--- config.mk ---
export PLATFORM = sky130hd
export DESIGN_NAME = sar_conv_sequencer
export DESIGN_NICKNAME = d
export VERILOG_FILES = /design/src/rtl/sar_seq_pkg.sv /design/src/rtl/sar_step_counter.sv /design/src/rtl/sar_bit_register.sv /design/src/rtl/sar_result_capture.sv /design/src/rtl/sar_conv_sequencer.sv
export SDC_FILE = /design/constraint.sdc
export NUM_CORES = 1
export LEC_CHECK = 0
export ABC_CLOCK_PERIOD_IN_PS = 1800
export BUFFER_PORTS_ARGS = -buffer_cell sky130_fd_sc_hd__buf_2
export CAP_MARGIN = 30
export CORE_MARGIN = 1.5
export CORE_UTILIZATION = 33
export CTS_BUF_LIST = sky130_fd_sc_hd__clkbuf_8
export DETAILED_ROUTE_END_ITERATION = 12
export GPL_TIMING_DRIVEN = 0
export PLACE_DENSITY = 0.51
export SLEW_MARGIN = 40
export SYNTH_ARGS = -nofsm -noshare
export SYNTH_HDL_FRONTEND = slang
export SYNTH_SLANG_ARGS = --single-unit
--- constraint.sdc ---
create_clock -name clk -period 1.8 [get_ports clk]
set_input_delay 0.27 -clock clk [delete_from_list [all_inputs] [get_ports clk]]
set_output_delay 0.27 -clock clk [all_outputs]
set_load 0.01 [all_outputs]
--- src/rtl/sar_seq_pkg.sv ---
package sar_seq_pkg;

    localparam int unsigned SAR_BITS_DFLT = 10;

    typedef enum logic [1:0] {
        PH_SAMPLE = 2'd0,
        PH_DECIDE = 2'd1,
        PH_IDLE   = 2'd2
    } sar_phase_e;

endpackage

--- src/rtl/sar_step_counter.sv ---
module sar_step_counter
    import sar_seq_pkg::*;
#(
    parameter int unsigned RES = SAR_BITS_DFLT
) (
    input  logic           clk,
    input  logic           rst_n,
    output logic           sample_q_o,
    output logic           strobe_q_o,
    output logic [RES-1:0] decide_sel_o,
    output logic [RES-1:0] trial_sel_o,
    output logic           frame_end_o
);
    localparam int unsigned FRAME = RES + 2;
    localparam int unsigned CW    = $clog2(FRAME);
    localparam logic [CW-1:0] LAST = CW'(FRAME - 1);

    typedef struct packed {
        logic [CW-1:0] cnt;
        logic          sample;
        logic          strobe;
    } ctr_state_t;

    localparam ctr_state_t CTR_RST = '{cnt: '0, sample: 1'b1, strobe: 1'b0};

    ctr_state_t st_q, st_d;
    sar_phase_e ph_d;

    function automatic sar_phase_e phase_of(input logic [CW-1:0] c);
        if (c == '0)
            return PH_SAMPLE;
        else if (c <= CW'(RES))
            return PH_DECIDE;
        else
            return PH_IDLE;
    endfunction

    always_comb begin
        st_d        = st_q;
        st_d.cnt    = (st_q.cnt == LAST) ? '0 : st_q.cnt + CW'(1);
        ph_d        = phase_of(st_d.cnt);
        st_d.sample = (ph_d == PH_SAMPLE);
        st_d.strobe = (ph_d == PH_DECIDE);
    end

    always_ff @(posedge clk) begin
        if (!rst_n)
            st_q <= CTR_RST;
        else
            st_q <= st_d;
    end

    // Decoder: count k resolves bit RES-k and raises bit RES-k-1 as the next trial.
    for (genvar i = 0; i < RES; i++) begin : g_dec
        assign decide_sel_o[i] = (st_q.cnt == CW'(RES - i));
        if (i < RES - 1) begin : g_trial
            assign trial_sel_o[i] = (st_q.cnt == CW'(RES - i - 1));
        end else begin : g_top
            assign trial_sel_o[i] = 1'b0;
        end
    end

    assign frame_end_o = (st_q.cnt == LAST);
    assign sample_q_o  = st_q.sample;
    assign strobe_q_o  = st_q.strobe;

    assert_cnt_range_R2: assert property (@(posedge clk) disable iff (!rst_n)
        st_q.cnt <= LAST);
    assert_cnt_wrap_R2: assert property (@(posedge clk) disable iff (!rst_n)
        frame_end_o |=> (st_q.cnt == '0) && sample_q_o);
    assert_strobe_excl_R6: assert property (@(posedge clk) disable iff (!rst_n)
        !(sample_q_o && strobe_q_o));
    assert_sel_onehot_R1: assert property (@(posedge clk) disable iff (!rst_n)
        $onehot0(decide_sel_o) && (strobe_q_o == (|decide_sel_o)));

endmodule

--- src/rtl/sar_bit_register.sv ---
module sar_bit_register
    import sar_seq_pkg::*;
#(
    parameter int unsigned RES = SAR_BITS_DFLT
) (
    input  logic           clk,
    input  logic           rst_n,
    input  logic           cmp_i,
    input  logic [RES-1:0] decide_sel_i,
    input  logic [RES-1:0] trial_sel_i,
    input  logic           preset_ld_i,
    output logic [RES-1:0] bits_o
);
    localparam logic [RES-1:0] PRESET = {1'b1, {(RES-1){1'b0}}};

    typedef struct packed {
        logic [RES-1:0] bits;
    } breg_state_t;

    breg_state_t st_q, st_d;

    always_comb begin
        st_d = st_q;
        if (preset_ld_i) begin
            st_d.bits = PRESET;
        end else begin
            for (int i = 0; i < RES; i++) begin
                if (decide_sel_i[i])
                    st_d.bits[i] = cmp_i;
                else if (trial_sel_i[i])
                    st_d.bits[i] = 1'b1;
            end
        end
    end

    always_ff @(posedge clk) begin
        if (!rst_n)
            st_q.bits <= PRESET;
        else
            st_q <= st_d;
    end

    assign bits_o = st_q.bits;

    for (genvar i = 0; i < RES; i++) begin : g_chk
        assert_decide_R4: assert property (@(posedge clk) disable iff (!rst_n)
            decide_sel_i[i] |=> bits_o[i] == $past(cmp_i));
        assert_trial_R5: assert property (@(posedge clk) disable iff (!rst_n)
            trial_sel_i[i] |=> bits_o[i]);
    end
    assert_preset_R3: assert property (@(posedge clk) disable iff (!rst_n)
        preset_ld_i |=> bits_o == PRESET);

endmodule

--- src/rtl/sar_result_capture.sv ---
module sar_result_capture
    import sar_seq_pkg::*;
#(
    parameter int unsigned RES = SAR_BITS_DFLT
) (
    input  logic           clk,
    input  logic           rst_n,
    input  logic           capture_i,
    input  logic [RES-1:0] word_i,
    output logic [RES-1:0] code_o,
    output logic           valid_o
);
    typedef struct packed {
        logic [RES-1:0] code;
        logic           valid;
    } cap_state_t;

    cap_state_t st_q, st_d;

    always_comb begin
        st_d       = st_q;
        st_d.valid = capture_i;
        if (capture_i)
            st_d.code = word_i;
    end

    always_ff @(posedge clk) begin
        if (!rst_n)
            st_q <= '0;
        else
            st_q <= st_d;
    end

    assign code_o  = st_q.code;
    assign valid_o = st_q.valid;

    assert_valid_pulse_R7: assert property (@(posedge clk) disable iff (!rst_n)
        valid_o |=> !valid_o);
    assert_code_hold_R7: assert property (@(posedge clk) disable iff (!rst_n)
        !capture_i |=> $stable(code_o));

endmodule

--- src/rtl/sar_conv_sequencer.sv ---
module sar_conv_sequencer
    import sar_seq_pkg::*;
#(
    parameter int unsigned RES = SAR_BITS_DFLT
) (
    input  logic           clk,
    input  logic           rst_n,
    input  logic           cmp_i,
    output logic           sample_o,
    output logic           cmp_strobe_o,
    output logic [RES-1:0] dac_o,
    output logic [RES-1:0] code_o,
    output logic           code_valid_o
);
    localparam logic [RES-1:0] PRESET = {1'b1, {(RES-1){1'b0}}};

    logic [RES-1:0] decide_sel;
    logic [RES-1:0] trial_sel;
    logic           frame_end;

    sar_step_counter #(.RES(RES)) u_ctr (
        .clk          (clk),
        .rst_n        (rst_n),
        .sample_q_o   (sample_o),
        .strobe_q_o   (cmp_strobe_o),
        .decide_sel_o (decide_sel),
        .trial_sel_o  (trial_sel),
        .frame_end_o  (frame_end)
    );

    sar_bit_register #(.RES(RES)) u_bits (
        .clk          (clk),
        .rst_n        (rst_n),
        .cmp_i        (cmp_i),
        .decide_sel_i (decide_sel),
        .trial_sel_i  (trial_sel),
        .preset_ld_i  (frame_end),
        .bits_o       (dac_o)
    );

    sar_result_capture #(.RES(RES)) u_cap (
        .clk       (clk),
        .rst_n     (rst_n),
        .capture_i (frame_end),
        .word_i    (dac_o),
        .code_o    (code_o),
        .valid_o   (code_valid_o)
    );

    assert_sample_preset_R3: assert property (@(posedge clk) disable iff (!rst_n)
        sample_o |-> dac_o == PRESET);
    assert_valid_in_sample_R7: assert property (@(posedge clk) disable iff (!rst_n)
        code_valid_o |-> sample_o);

endmodule

==> results.py <==
metrics = {
    "cts": {
        "clk_pin_slew_ns": 0.09,
        "cts.hold.buffers_added": 0,
        "ctsHtreeMaxLevel": 1,
        "cts_setup_buffers": 0,
        "cts_buffer_depth": 2,
        "clockRootBuffer": "clkbuf_8",
        "numCtsBuffers": 3,
        "clock_latency_ns": 0.27,
        "cts_sinks": 27,
        "post_cts_resized": 0,
        "cts_tree": "built",
    },
    "timing": {
        "slew_viol_final": 0,
        "fin_crit_ns": 1.537,
        "timing.hold.ws_ns": 0.2651,
        "setup-violations-final": 0,
        "fin_ws_ns": 0.2634,
        "clock.fmax_ghz": 0.6508,
        "worstMarginPinSlew_ns": 0.3086,
        "clock_skew_ns": 0.002955,
        "fin_crit_sh_pct": 85.37,
        "max-slew-margin-rel_pct": 79.33,
        "finalHoldViolations": 0,
        "tns_ns": 0,
        "rsz0062_at_grt": "false",
    },
    "cells_and_area": {
        "diodes": 0,
        "fin_cells": 182,
        "drive_above_1_share_pct": 33.82,
        "most-common-layout-cells": "dfxtp_1 (27), buf_2 (26), a22o_1 (10)",
        "area_growth_pct": 20.60,
        "num-nets-final": 144,
        "final_common_cell": "dfxtp_1",
    },
    "place": {
        "place_congestion": 0.8881,
        "placed_cells": 178,
        "hpwl_mm": 1.600,
        "numPortBuffers": 25,
        "dpl_worst_slack_ns": 0.3000,
    },
    "power_and_ir_drop": {
        "leakage_uw": 0.0005985,
        "power.total_uw": 1134,
        "powerDensity_nw_per_um2": 836.9,
        "peakVddDrop_uv": 458.3,
    },
    "yosys": {
        "yosysWarnings": 0,
        "netlist_instances": 107,
        "synth_nets": 114,
        "synthFlopType": "dfxtp_1",
        "synth_seq_cells": 27,
        "ys_types": 32,
        "synth_area_per_cell_um2": 10.50,
        "syn_area_um2": 1124,
        "synth-async-reset-ratio_pct": 0,
        "synth_edf_count": 0,
        "yosysSeqAreaShare_pct": 48.11,
    },
    "critical_path": {
        "slowest_delay_ns": 0.40,
        "crit_path_top_delay_cell": "dfxtp_1",
        "path_buf_inv": 1,
        "worst_ep_arrival_time_ns": 1.68,
        "cp.required_ns": 1.95,
        "worst_path_dominant_cell_family": "flip-flops",
        "worst-path-max-fanout": 10,
        "crit_type": "flip-flop to flip-flop",
        "crit_path_start_kind": "flip-flop",
        "cp-end-kind": "flip-flop",
        "worstPathCellList": "ha_1, buf_4, or2_2, a21oi_1, a311oi_1",
    },
    "routing": {
        "wirelength_mm": 2.334,
        "wl_per_cell_um": 12.82,
        "first_iter_violations": 23,
        "dr_total_vias": 912,
        "first_pass_iters": 4,
        "drc_errors": 0,
        "vias_per_cell": 5.011,
        "final_antenna_net_count": 0,
    },
    "die": {
        "core-area_um2": 3311,
        "die-area_um2": 3764,
        "fp.dieW_um": 61.35,
        "row_count": 21,
        "ios": 26,
        "dieHeight_um": 61.35,
        "initial_core_util_pct": 33.94,
    },
    "run_status": {
        "status": "finished clean",
    },
    "global_routing": {
        "grt_pass1_wl_mm": 3.663,
        "grt_pass1_vias": 777,
        "overflow": 0,
        "grt_max_degree": 17,
        "gr-usage-all-layers_pct": 12.94,
        "antenna_found_initial": 0,
    },
    "flow_run": {
        "max-cap-violations": 0,
    },
    "worst_hold_path": {
        "worstHoldPathType": "input pin to flip-flop",
    },
}
-- power breakdown --
group	internal, uW	switching, uW
sequential	620	20.1
clock	157	191
combinational	60.8	85.1
-- path summary, 6_finish.rpt --
check	from	to	slack [ns]	cells past startpoint
setup / recovery	u_ctr.st_q[2]	u_bits.bits_o[7]	0.26	5
hold / removal	rst_n	u_ctr.sample_q_o	0.27	2
setup reg to reg	u_ctr.st_q[2]	u_bits.bits_o[7]	0.26	5
hold reg to reg	u_cap.code_o[1]	u_cap.code_o[1]	0.48	1
-- Yosys cell counts, drive strengths merged (2+ instances only) --
cell | count | area (um2)
ha | 4 | 50.05
dfxtp | 27 | 540.5
nor2 | 5 | 21.27
buf | 6 | 57.55
inv | 4 | 15.01
a22o | 10 | 87.58
or2 | 3 | 18.77
a311oi | 8 | 70.07
nand2 | 8 | 32.54
o21ai | 5 | 28.78
a21oi | 10 | 53.80
mux2i | 2 | 20.02
nor2b | 3 | 28.78
xor2 | 2 | 17.52
-- cells by family after synthesis --
group	synth area share, %
xor+xnor	1.559
mux	1.782
buf+inv	6.792
flops	48.11
simple gates	11.58
fa+ha+maj	4.455
compound gates	25.72
-- state kept, by name, indices dropped and copies added (netlist names) --
signal            count
u_bits.bits_o        10
u_cap.code_o         10
u_ctr.st_q            4
u_cap.valid_o         1
u_ctr.sample_q_o      1
u_ctr.strobe_q_o      1
-- through the flow --
stage / cell area, um2 / utilization, %
after floorplan: 1124 / -
after global placement: 1306 / 39.46
after detailed placement: 1306 / 39.46
after CTS: 1355 / 40.93
after global routing: 1355 / 40.93
final: 1355 / 40.93
-- worst reg2reg max path, stage by stage (launching register included) --
cell,delay (ns)
dfxtp_1,0.40
ha_1,0.29
buf_4,0.19
or2_2,0.31
a21oi_1,0.16
a311oi_1,0.07
-- routing by layer --
metal / part of all wire (%) / track usage (%) / vias up
li1: - / - / 450
met1: 51 / 18.12 / 431
met5: 0 / 0 / -
met4: 0.51 / 3.951 / 0
met2: 44 / 19.30 / 29
met3: 4.9 / 3.782 / 2
-- cell type report --
type / count / area [um2]
Buffer: 6 / 57.56
Clock buffer: 3 / 41.29
Clock inverter: 1 / 7.507
Fill cell: 355 / 1956
Inverter: 5 / 18.77
Multi-Input combinational cell: 69 / 506.7
Sequential cell: 27 / 540.5
Tap cell: 46 / 57.56
Timing Repair Buffer: 25 / 125.1
Power figures use the tool's default switching activity.
